--- src/rtl/tovf_pkg.sv ---
package tovf_pkg;

    typedef struct packed {
        logic active;
        logic is_read;
        logic is_dma;
        logic queued;
    } cmd_attr_t;

    typedef enum logic [1:0] {
        XK_BYPASS = 2'd0,
        XK_READ   = 2'd1,
        XK_DMA_WR = 2'd2,
        XK_PIO_WR = 2'd3
    } xfer_kind_e;

    function automatic xfer_kind_e classify(input cmd_attr_t a);
        if (!a.active || a.queued) return XK_BYPASS;
        if (a.is_read)             return XK_READ;
        if (a.is_dma)              return XK_DMA_WR;
        return XK_PIO_WR;
    endfunction

endpackage

--- src/rtl/tovf_tracker.sv ---
module tovf_tracker
    import tovf_pkg::*;
#(
    parameter int CNT_W    = 24,
    parameter int FRM_W    = 16,
    parameter bit SATURATE = 1'b1
) (
    input  logic             clk,
    input  logic             rst_n,
    input  logic             cmd_start,
    input  logic [CNT_W-1:0] cmd_budget,
    input  logic             cmd_is_read,
    input  logic             cmd_is_dma,
    input  logic             cmd_queued,
    input  logic             frm_valid,
    input  logic [FRM_W-1:0] frm_bytes,
    input  logic             frm_last,
    output cmd_attr_t        attr_o,
    output logic [CNT_W-1:0] budget_o,
    output logic [CNT_W-1:0] total_o,
    output logic [CNT_W-1:0] sum_o,
    output logic             frm_acc_o
);
    localparam int PAD_W = CNT_W + 1 - FRM_W;

    typedef struct packed {
        cmd_attr_t        attr;
        logic [CNT_W-1:0] budget;
        logic [CNT_W-1:0] total;
    } trk_state_t;

    trk_state_t st_q, st_d;
    logic [CNT_W:0]   sum_wide;
    logic [CNT_W-1:0] sum_lim;
    logic             acc;

    assign sum_wide = {1'b0, st_q.total} + {{PAD_W{1'b0}}, frm_bytes};

    generate
        if (SATURATE) begin : g_sat
            assign sum_lim = sum_wide[CNT_W] ? {CNT_W{1'b1}} : sum_wide[CNT_W-1:0];
        end else begin : g_wrap
            assign sum_lim = sum_wide[CNT_W-1:0];
        end
    endgenerate

    assign acc = frm_valid && st_q.attr.active && !cmd_start;

    always_comb begin
        st_d = st_q;
        if (cmd_start) begin
            st_d.attr.active  = 1'b1;
            st_d.attr.is_read = cmd_is_read;
            st_d.attr.is_dma  = cmd_is_dma;
            st_d.attr.queued  = cmd_queued;
            st_d.budget       = cmd_budget;
            st_d.total        = '0;
        end else if (acc) begin
            st_d.total = sum_lim;
            if (frm_last) st_d.attr.active = 1'b0;
        end
    end

    always_ff @(posedge clk or negedge rst_n) begin
        if (!rst_n) st_q <= '0;
        else        st_q <= st_d;
    end

    assign attr_o    = st_q.attr;
    assign budget_o  = st_q.budget;
    assign total_o   = st_q.total;
    assign sum_o     = sum_lim;
    assign frm_acc_o = acc;

endmodule

--- src/rtl/tovf_detect.sv ---
module tovf_detect
    import tovf_pkg::*;
#(
    parameter int CNT_W = 24,
    parameter int FRM_W = 16
) (
    input  cmd_attr_t        attr,
    input  logic [CNT_W-1:0] budget,
    input  logic [CNT_W-1:0] total,
    input  logic [CNT_W-1:0] sum,
    input  logic             frm_acc,
    input  logic             frm_last,
    input  logic             cmd_start,
    input  logic             dma_activate,
    input  logic             pio_setup,
    input  logic [FRM_W-1:0] pio_xfer_len,
    input  logic             wr_ovf_chk_en,
    output logic             ovf_evt,
    output logic             term_evt,
    output logic             udf_evt,
    output logic [CNT_W-1:0] udf_cnt
);
    localparam int PAD_W = CNT_W + 1 - FRM_W;

    xfer_kind_e     kind;
    logic [CNT_W:0] pio_need;

    assign kind     = classify(attr);
    assign pio_need = {1'b0, total} + {{PAD_W{1'b0}}, pio_xfer_len};

    always_comb begin
        ovf_evt  = 1'b0;
        term_evt = 1'b0;
        udf_evt  = 1'b0;
        udf_cnt  = sum;
        if (!cmd_start) begin
            unique case (kind)
                XK_READ: begin
                    if (frm_acc && (sum > budget)) ovf_evt = 1'b1;
                    if (frm_acc && frm_last && (sum < budget)) udf_evt = 1'b1;
                end
                XK_DMA_WR: begin
                    if (dma_activate && wr_ovf_chk_en && (total >= budget)) begin
                        ovf_evt  = 1'b1;
                        term_evt = 1'b1;
                    end
                end
                XK_PIO_WR: begin
                    if (pio_setup && wr_ovf_chk_en && (pio_need > {1'b0, budget}))
                        ovf_evt = 1'b1;
                end
                default: ;
            endcase
        end
    end

endmodule

--- src/rtl/tovf_status.sv ---
module tovf_status #(
    parameter int CNT_W = 24
) (
    input  logic             clk,
    input  logic             rst_n,
    input  logic             cmd_start,
    input  logic [CNT_W-1:0] cmd_budget,
    input  logic             ovf_evt,
    input  logic             term_evt,
    input  logic             udf_evt,
    input  logic [CNT_W-1:0] udf_cnt,
    input  logic             ovf_clr,
    output logic             sts_o,
    output logic             term_o,
    output logic [CNT_W-1:0] prd_o
);
    typedef struct packed {
        logic             sts;
        logic             term;
        logic [CNT_W-1:0] prd;
    } sts_state_t;

    sts_state_t st_q, st_d;

    always_comb begin
        st_d     = st_q;
        st_d.sts = (st_q.sts && !ovf_clr) || ovf_evt;
        if (cmd_start) begin
            st_d.term = 1'b0;
            st_d.prd  = cmd_budget;
        end else begin
            if (term_evt) st_d.term = 1'b1;
            if (udf_evt)  st_d.prd  = udf_cnt;
        end
    end

    always_ff @(posedge clk or negedge rst_n) begin
        if (!rst_n) st_q <= '0;
        else        st_q <= st_d;
    end

    assign sts_o  = st_q.sts;
    assign term_o = st_q.term;
    assign prd_o  = st_q.prd;

endmodule

--- src/rtl/tovf_monitor.sv ---
module tovf_monitor
    import tovf_pkg::*;
#(
    parameter int CNT_W    = 24,
    parameter int FRM_W    = 16,
    parameter bit SATURATE = 1'b1
) (
    input  logic             clk,
    input  logic             rst_n,
    input  logic             cmd_start,
    input  logic [CNT_W-1:0] cmd_budget,
    input  logic             cmd_is_read,
    input  logic             cmd_is_dma,
    input  logic             cmd_queued,
    input  logic             frm_valid,
    input  logic [FRM_W-1:0] frm_bytes,
    input  logic             frm_last,
    input  logic             dma_activate,
    input  logic             pio_setup,
    input  logic [FRM_W-1:0] pio_xfer_len,
    input  logic             wr_ovf_chk_en,
    input  logic             port_ovf_ie,
    input  logic             glb_ie,
    input  logic             ovf_clr,
    output logic             ovf_status,
    output logic             ovf_irq,
    output logic [CNT_W-1:0] prd_byte_cnt,
    output logic             xfer_term_req
);
    cmd_attr_t        attr;
    logic [CNT_W-1:0] budget, total, sum, udf_cnt;
    logic             frm_acc, ovf_evt, term_evt, udf_evt;

    tovf_tracker #(.CNT_W(CNT_W), .FRM_W(FRM_W), .SATURATE(SATURATE)) u_trk (
        .clk(clk), .rst_n(rst_n), .cmd_start(cmd_start), .cmd_budget(cmd_budget),
        .cmd_is_read(cmd_is_read), .cmd_is_dma(cmd_is_dma), .cmd_queued(cmd_queued),
        .frm_valid(frm_valid), .frm_bytes(frm_bytes), .frm_last(frm_last),
        .attr_o(attr), .budget_o(budget), .total_o(total), .sum_o(sum),
        .frm_acc_o(frm_acc)
    );

    tovf_detect #(.CNT_W(CNT_W), .FRM_W(FRM_W)) u_det (
        .attr(attr), .budget(budget), .total(total), .sum(sum), .frm_acc(frm_acc),
        .frm_last(frm_last), .cmd_start(cmd_start), .dma_activate(dma_activate),
        .pio_setup(pio_setup), .pio_xfer_len(pio_xfer_len),
        .wr_ovf_chk_en(wr_ovf_chk_en), .ovf_evt(ovf_evt), .term_evt(term_evt),
        .udf_evt(udf_evt), .udf_cnt(udf_cnt)
    );

    tovf_status #(.CNT_W(CNT_W)) u_sts (
        .clk(clk), .rst_n(rst_n), .cmd_start(cmd_start), .cmd_budget(cmd_budget),
        .ovf_evt(ovf_evt), .term_evt(term_evt), .udf_evt(udf_evt), .udf_cnt(udf_cnt),
        .ovf_clr(ovf_clr), .sts_o(ovf_status), .term_o(xfer_term_req),
        .prd_o(prd_byte_cnt)
    );

    assign ovf_irq = ovf_status && port_ovf_ie && glb_ie;

endmodule

--- config.mk ---
export PLATFORM = sky130hd
export DESIGN_NAME = tovf_monitor
export DESIGN_NICKNAME = d
export VERILOG_FILES = /design/src/rtl/tovf_pkg.sv /design/src/rtl/tovf_tracker.sv /design/src/rtl/tovf_detect.sv /design/src/rtl/tovf_status.sv /design/src/rtl/tovf_monitor.sv
export SDC_FILE = /design/constraint.sdc
export NUM_CORES = 1
export LEC_CHECK = 0
export ABC_AREA = 1
export BUFFER_PORTS_ARGS = -buffer_cell sky130_fd_sc_hd__buf_2
export CAP_MARGIN = 0
export CORE_MARGIN = 1.5
export CORE_UTILIZATION = 50
export CTS_CLUSTER_SIZE = 30
export DETAILED_ROUTE_END_ITERATION = 8
export GPL_ROUTABILITY_DRIVEN = 0
export PLACE_DENSITY = 0.79
export SLEW_MARGIN = 40
export SYNTH_ARGS = -nofsm -noshare
export SYNTH_HDL_FRONTEND = slang
export SYNTH_HIERARCHICAL = 1
export SYNTH_SLANG_ARGS = --single-unit
--- constraint.sdc ---
create_clock -name clk -period 3.7 [get_ports clk]
set_input_delay 0.185 -clock clk [delete_from_list [all_inputs] [get_ports clk]]
set_output_delay 0.185 -clock clk [all_outputs]
set_load 0.005 [all_outputs]
=== After elaboration in Yosys (flattened, before gate mapping) ===
Cells that the tools add are included.

* Register bits after elaboration: 78
* Output and inout port bits: 27

* Add/subtract/negate cells: 2
* Order comparisons: 4
* Eq/ne operators: 3
* Multiplexer cells: 31
* Reduce and logical (&&, ||, !) cells: 22

{| class="wikitable"
|+ Operators with widths
! kind !! number
|-
| 24-bit 2-to-1 mux || 4
|-
| 24-bit by 16-bit adder with 25-bit output || 2
|-
| 25-bit by 24-bit > comparator with 1-bit output || 1
|-
| 25-bit 2-to-1 mux || 1
|-
| 24-bit greater-or-equal comparator || 1
|-
| 24-bit > comparator || 1
|-
| 24-bit less-than comparator || 1
|-
| 1-bit 2-to-1 mux || 19
|-
| 1-bit logical AND || 12
|-
| 2-bit 2-to-1 mux || 6
|-
| 2-bit nonzero test || 4
|-
| 2-bit equality test (second input constant) || 2
|-
| 1-bit logical NOT || 3
|-
| 1-bit one-hot mux with 3 select lines || 1
|-
| 2-bit by 1-bit equality test with 1-bit output (second input constant) || 1
|-
| 1-bit logical OR || 2
|-
| 2-bit AND reduction || 1
|}

=== Depth between registers and ports, before layout ===
* Word-level depth: 14
* Depth in mapped cells: 27
* Gate-level depth less buffers: 27

=== Modules after synthesis ===
The synthesis kept the hierarchy.

{| class="wikitable"
|+ By module, submodules not included
! module !! times used !! cells an instance !! area an instance (um^2) !! sequential area each (um^2)
|-
| tovf_tracker || 1 || 550 || 3567.2 || 1301.2
|-
| tovf_detect || 1 || 481 || 3076.7 || 0.0
|-
| tovf_status || 1 || 138 || 1197.4 || 650.6
|-
| tovf_monitor || 1 || 3 || 13.8 || 0.0
|}

=== Worst setup path after synthesis ===
No wires, ideal clock.

* Kind: register to register
* Start: register u_trk.st_q (netlist bit u_trk/total_o[0])
* End: register u_sts.st_q (netlist bit u_sts/prd_o[10])
* Arrival time: 3225 ps
* Required time: 3632 ps
* Setup slack: 406 ps
* Stages on the path, launching flop included: 24
* Buffers on the path: 3
* Period minus slack after synthesis: 3294 ps
* Cells stage by stage: dfrtp_1 > ha_1 > fa_1 > nand2_1 > nand2_1 > nand3_1 > nand2_1 > nand2_2 > nand2_4 > nand2_4 > buf_6 > nand3_2 > ha_1 > nand2_1 > inv_1 > o21ai_0 > nand2_1 > a21oi_1 > nand3_1 > nor3_1 > buf_4 > buf_2 > nand3_1 > nand3_1

* Cells in the longest elaborated chain, start to end: 8
* Elaborated cells between the ends (all ways): 10

{| class="wikitable"
|+ RTL lines
! item !! RTL line !! RTL
|-
| from (decl) || tovf_tracker.sv:32 || <nowiki>trk_state_t st_q, st_d;</nowiki>
|-
| from (signal assigned) || tovf_tracker.sv:66 || <nowiki>else st_q <= st_d;</nowiki>
|-
| 24-bit by 16-bit adder with 25-bit output || tovf_tracker.sv:37 || <nowiki>assign sum_wide = {1'b0, st_q.total} + {{PAD_W{1'b0}}, frm_bytes};</nowiki>
|-
| 24-bit 2-to-1 mux || tovf_tracker.sv:41 || <nowiki>assign sum_lim = sum_wide[CNT_W] ? {CNT_W{1'b1}} : sum_wide[CNT_W-1:0];</nowiki>
|-
| net sum[17] || tovf_monitor.sv:31 || <nowiki>logic [CNT_W-1:0] budget, total, sum, udf_cnt;</nowiki>
|-
| 24-bit less-than comparator || tovf_detect.sv:40 || <nowiki>if (frm_acc && frm_last && (sum < budget)) udf_evt = 1'b1;</nowiki>
|-
| 1-bit logical AND || tovf_detect.sv:40 ||
|-
| 1-bit 2-to-1 mux || tovf_detect.sv:40 ||
|-
| 1-bit 2-to-1 mux || tovf_detect.sv:37 || <nowiki>unique case (kind)</nowiki>
|-
| 1-bit 2-to-1 mux || tovf_detect.sv:36 || <nowiki>if (!cmd_start) begin</nowiki>
|-
| net udf_evt || tovf_monitor.sv:32 || <nowiki>logic frm_acc, ovf_evt, term_evt, udf_evt;</nowiki>
|-
| 2-bit nonzero test (no source line) || - ||
|-
| to (signal assigned) || tovf_status.sv:39 || <nowiki>else st_q <= st_d;</nowiki>
|-
| to (decl) || tovf_status.sv:23 || <nowiki>sts_state_t st_q, st_d;</nowiki>
|}

The timed path passes the listed nets, and every way through them passes these cells. The select of a mux whose other input is x is not followed.
A chain may end at the register's enable or synchronous reset.

=== Final worst setup path ===
* Start: register u_trk.st_q (netlist bit u_trk/total_o[5])
* End: register u_sts.st_q (netlist bit u_sts/prd_o[17])

The elaborated chain is that of the path after synthesis.

==> impl_metrics.prom <==
# TYPE chip_impl_metric gauge
chip_impl_metric{name="finalMaxSlewViolations",unit=""} 0
chip_impl_metric{name="wire_per_inst",unit="um"} 15.8
chip_impl_metric{name="number_of_failing_setup_endpoints_in_the_final_timing_report",unit=""} 0
chip_impl_metric{name="ir_drop",unit="mV"} 0.273
chip_impl_metric{name="critical_path.max_stage_delay",unit="ns"} 0.44
chip_impl_metric{name="chipWidth",unit="um"} 128
chip_impl_metric{name="crit_arrival",unit="ns"} 3.94
chip_impl_metric{name="final_util",unit=""} 0.618
chip_impl_metric{name="hold_path_depth",unit=""} 2
chip_impl_info{name="layout.cells.most_common",value="nand2_1"} 1
chip_impl_metric{name="vias_in_the_first_global_route",unit=""} 7383
chip_impl_metric{name="final_antenna_net_count",unit=""} 0
chip_impl_metric{name="skew",unit="ns"} 0.00636
chip_impl_metric{name="synthCells",unit=""} 1172
chip_impl_metric{name="power_density",unit="mW/mm2"} 382
chip_impl_metric{name="crit_path_max_fanout",unit=""} 12
chip_impl_metric{name="layout.nets",unit=""} 1466
chip_impl_info{name="cts.root.buffer_cell",value="clkbuf_16"} 1
chip_impl_info{name="min_from",value="ovf_clr"} 1
chip_impl_metric{name="synth_sequential_area_ratio",unit=""} 0.248
chip_impl_info{name="worstHoldEndpoint",value="u_sts/sts_o"} 1
chip_impl_metric{name="first_iter_violations",unit=""} 672
chip_impl_metric{name="post_dp_cell_area",unit="mm2"} 0.00864
chip_impl_metric{name="cts_sinks",unit=""} 78
chip_impl_metric{name="relSlewSlack",unit=""} 0.398
chip_impl_info{name="startpoint_to_endpoint_class_of_the_critical_path",value="flip-flop to flip-flop"} 1
chip_impl_metric{name="grt_pass1_wl",unit="mm"} 36.0
chip_impl_metric{name="die-height",unit="um"} 128
chip_impl_metric{name="multi_input_comb_area",unit="mm2"} 0.00529
chip_impl_metric{name="post_route_cells_drive_above_1_share",unit=""} 0.210
chip_impl_metric{name="final.period_utilization",unit=""} 0.991
chip_impl_metric{name="portBuffers",unit=""} 96
chip_impl_info{name="tritoncts",value="done"} 1
chip_impl_info{name="worst_r2r_startpoint",value="u_trk/total_o[5]"} 1
chip_impl_info{name="timing.critical_path.cells",value="ha_1 > nand2_1 > nor2_1 > nand3_1 > nand2_2 > nand2_1 > nand4_1 > nand3_2 > ha_1 > nand2_1 > nor2_2 > nand4_1 > nor3_2 > nand2_1 > nand3_1 > nor3_2 > buf_4 > nor2_8 > clkbuf_16 > nand2_1 > nand3_1"} 1
chip_impl_metric{name="synth_edf_count",unit=""} 0
chip_impl_metric{name="grt_max_degree",unit=""} 79
chip_impl_metric{name="antenna-diode-count",unit=""} 0
chip_impl_metric{name="cp.buffers_inverters",unit=""} 2
chip_impl_metric{name="reg2reg_setup_slack",unit="ns"} 0.03
chip_impl_info{name="status",value="finished, final reports clean"} 1
chip_impl_info{name="yosys.area.top_type",value="dfrtp_1"} 1
chip_impl_metric{name="achievable-frequency",unit="GHz"} 0.273
chip_impl_metric{name="cts-buffers-inserted",unit=""} 9
chip_impl_metric{name="row_count",unit=""} 45
chip_impl_metric{name="maxCapViolCount",unit=""} 0
chip_impl_metric{name="design.core.area",unit="mm2"} 0.0153
chip_impl_metric{name="worst_r2r_path_depth",unit=""} 21
chip_impl_metric{name="setup_total_negative_slack",unit="ns"} 0
chip_impl_metric{name="grt_util_all_layers",unit=""} 0.281
chip_impl_metric{name="power.leakage",unit="nW"} 5.43
chip_impl_info{name="critPathCaptureType",value="flip-flop"} 1
chip_impl_metric{name="drc",unit=""} 0
chip_impl_info{name="crit_family",value="simple AND/OR/NAND/NOR gates"} 1
chip_impl_metric{name="cts-htree-levels",unit=""} 3
chip_impl_info{name="synth.area.top_cells",value="dfrtp_1 25%, nand2_1 21%, ha_1 17%, inv_1 7.3%, nand3_1 5.9%"} 1
chip_impl_metric{name="worst_ep_required_time",unit="ns"} 3.98
chip_impl_metric{name="initial_utilization",unit=""} 0.515
chip_impl_info{name="unrepaired_setup_endpoints_after_global_routing",value="yes"} 1
chip_impl_metric{name="post-dp-hpwl",unit="mm"} 18.0
chip_impl_metric{name="syn-mean-instance-area",unit="um2"} 6.70
chip_impl_metric{name="synth_fp_nets",unit=""} 1348
chip_impl_metric{name="clk_path_buf_depth",unit=""} 2
chip_impl_metric{name="ys_warn_count",unit=""} 6
chip_impl_metric{name="route.vias.total",unit=""} 8078
chip_impl_info{name="reg2reg_to",value="u_sts/prd_o[17]"} 1
chip_impl_metric{name="synth-seq-cells",unit=""} 78
chip_impl_metric{name="finalNonFillerCells",unit=""} 1506
chip_impl_metric{name="async_flop_share",unit=""} 1.00
chip_impl_metric{name="cts.reportedPaths.clkPinSlew",unit="ns"} 0.07
chip_impl_metric{name="final.min_clock_period",unit="ns"} 3.67
chip_impl_metric{name="pin_count",unit=""} 97
chip_impl_metric{name="initial_antenna_violation_count",unit=""} 0
chip_impl_info{name="worst_hold_path_type",value="primary input to flip-flop"} 1
chip_impl_metric{name="synth.distinct_cells",unit=""} 46
chip_impl_metric{name="detail_route.first_pass.iterations",unit=""} 5
chip_impl_metric{name="syn2layout_area_growth",unit="%"} 20.1
chip_impl_metric{name="seq_area",unit="mm2"} 0.00195
chip_impl_metric{name="n_fill_cell",unit=""} 1321
chip_impl_metric{name="timing.hold.ws",unit="ns"} 0.0344
chip_impl_info{name="cp-start-kind",value="flip-flop"} 1
chip_impl_metric{name="drt-total-wl",unit="mm"} 23.8
chip_impl_metric{name="dp.cells",unit=""} 1476
chip_impl_info{name="cpMostUsedCell",value="nand2_1"} 1
chip_impl_metric{name="netlist_area_pre_place",unit="mm2"} 0.00786
chip_impl_metric{name="worst_pin_slew",unit="ns"} 0.901
chip_impl_metric{name="via_per_inst",unit=""} 5.36
chip_impl_info{name="first_element_of_the_critical_path",value="u_trk/total_o[5]"} 1
chip_impl_info{name="ys.flop_type",value="dfrtp_1"} 1
chip_impl_metric{name="die-area",unit="mm2"} 0.0165
chip_impl_metric{name="layout.cell_area.non_filler",unit="mm2"} 0.00944
chip_impl_metric{name="synth_largest_type_area_fraction",unit=""} 0.248
chip_impl_metric{name="clock_insertion_delay_worst_skew",unit="ns"} 0.34
chip_impl_info{name="layout.cells.most_common_list",value="426 x nand2_1, 151 x inv_1, 96 x ha_1"} 1
chip_impl_metric{name="global_route.overflow_total",unit=""} 0
chip_impl_metric{name="hold_violations",unit=""} 0
chip_impl_info{name="timing.critical_path.slowest_stage_cell",value="dfrtp_1"} 1
==> registers in the layout (all words and copies together) (netlist names) <==
name and flops:
u_sts/term_o 1, u_trk/attr_o 4, u_trk/budget_o 24, u_sts/sts_o 1, u_sts/prd_o 24, u_trk/total_o 24
==> cell usage after synthesis (all sizes together), types with 2 or more instances <==
cell type  number
nand3b          2
inv           160
o21a            2
nand3         102
o21bai          4
o21ai          25
xor2           19
clkbuf          5
a21oi          55
fa              2
and2            3
nor3            9
nand2         451
or2             5
nor2           69
ha            104
buf            40
xnor2          10
dfrtp          78
nand4          17
a21o            4
==> stage by stage <==
step / worst slack (ns) / total power, mW
final: 0.0327 / 3.61
after detailed placement: -0.0463 / 2.33
after global placement: 0.0504 / 2.29
after CTS: 0.00880 / 3.48
after global routing: -0.0439 / 3.81
after floorplan: 0.406 / 1.95
==> cells by family after synthesis <==
kind of cell	after synthesis	synth area share
compound gates	93	0.0690
fa+ha+maj	106	0.171
xor+xnor	29	0.0333
flops	78	0.248
simple gates	660	0.361
buf+inv	206	0.117
==> power breakdown <==
group | total, mW | internal [mW] | leakage (nW) | switching [mW]
Combinational | 1.47 | 0.575 | 4.26 | 0.896
Sequential | 0.988 | 0.926 | 0.984 | 0.0618
Clock | 1.15 | 0.754 | 0.185 | 0.394
==> per-layer routing <==
metal | up-vias | routed length (um) | share of wire | track usage
li1 | 3937 | - | - | -
met1 | 3634 | 9670 | 0.41 | 0.346
met2 | 408 | 10900 | 0.46 | 0.463
met3 | 99 | 1620 | 0.068 | 0.0395
met4 | 0 | 1580 | 0.066 | 0.183
met5 | - | 0 | 0 | 0
==> what timing repair did <==
item | in CTS | in global routing
endpoints found under the setup margin | 25 | 25
resized for setup | 4 | 63
cloned | 0 | 2
buffers inserted | 0 | 11
hold endpoints to repair | 78 | 0
pin swaps | 1 | 22
hold buffers | 1 | 0
==> worst max-delay path by stage <==
stage | to | cells past startpoint | slack [ns]
finish | u_sts/prd_o[17] | 21 | 0.03
global route | u_sts/prd_o[14] | 20 | -0.04
global placement | u_sts/sts_o | 26 | 0.05
floorplan | u_sts/prd_o[10] | 23 | 0.41
CTS | u_sts/prd_o[3] | 23 | 0.009
detailed placement | u_sts/sts_o | 26 | -0.05
==> cell type report <==
class,count,share of cell area
sequential,78,0.207
timing repair buffer,151,0.101
multi-input combinational,889,0.560
inverter,161,0.0640
clock buffer,10,0.0253
tap,211,0.0280
clock inverter,6,0.0149
Power figures use the tool's default switching activity.
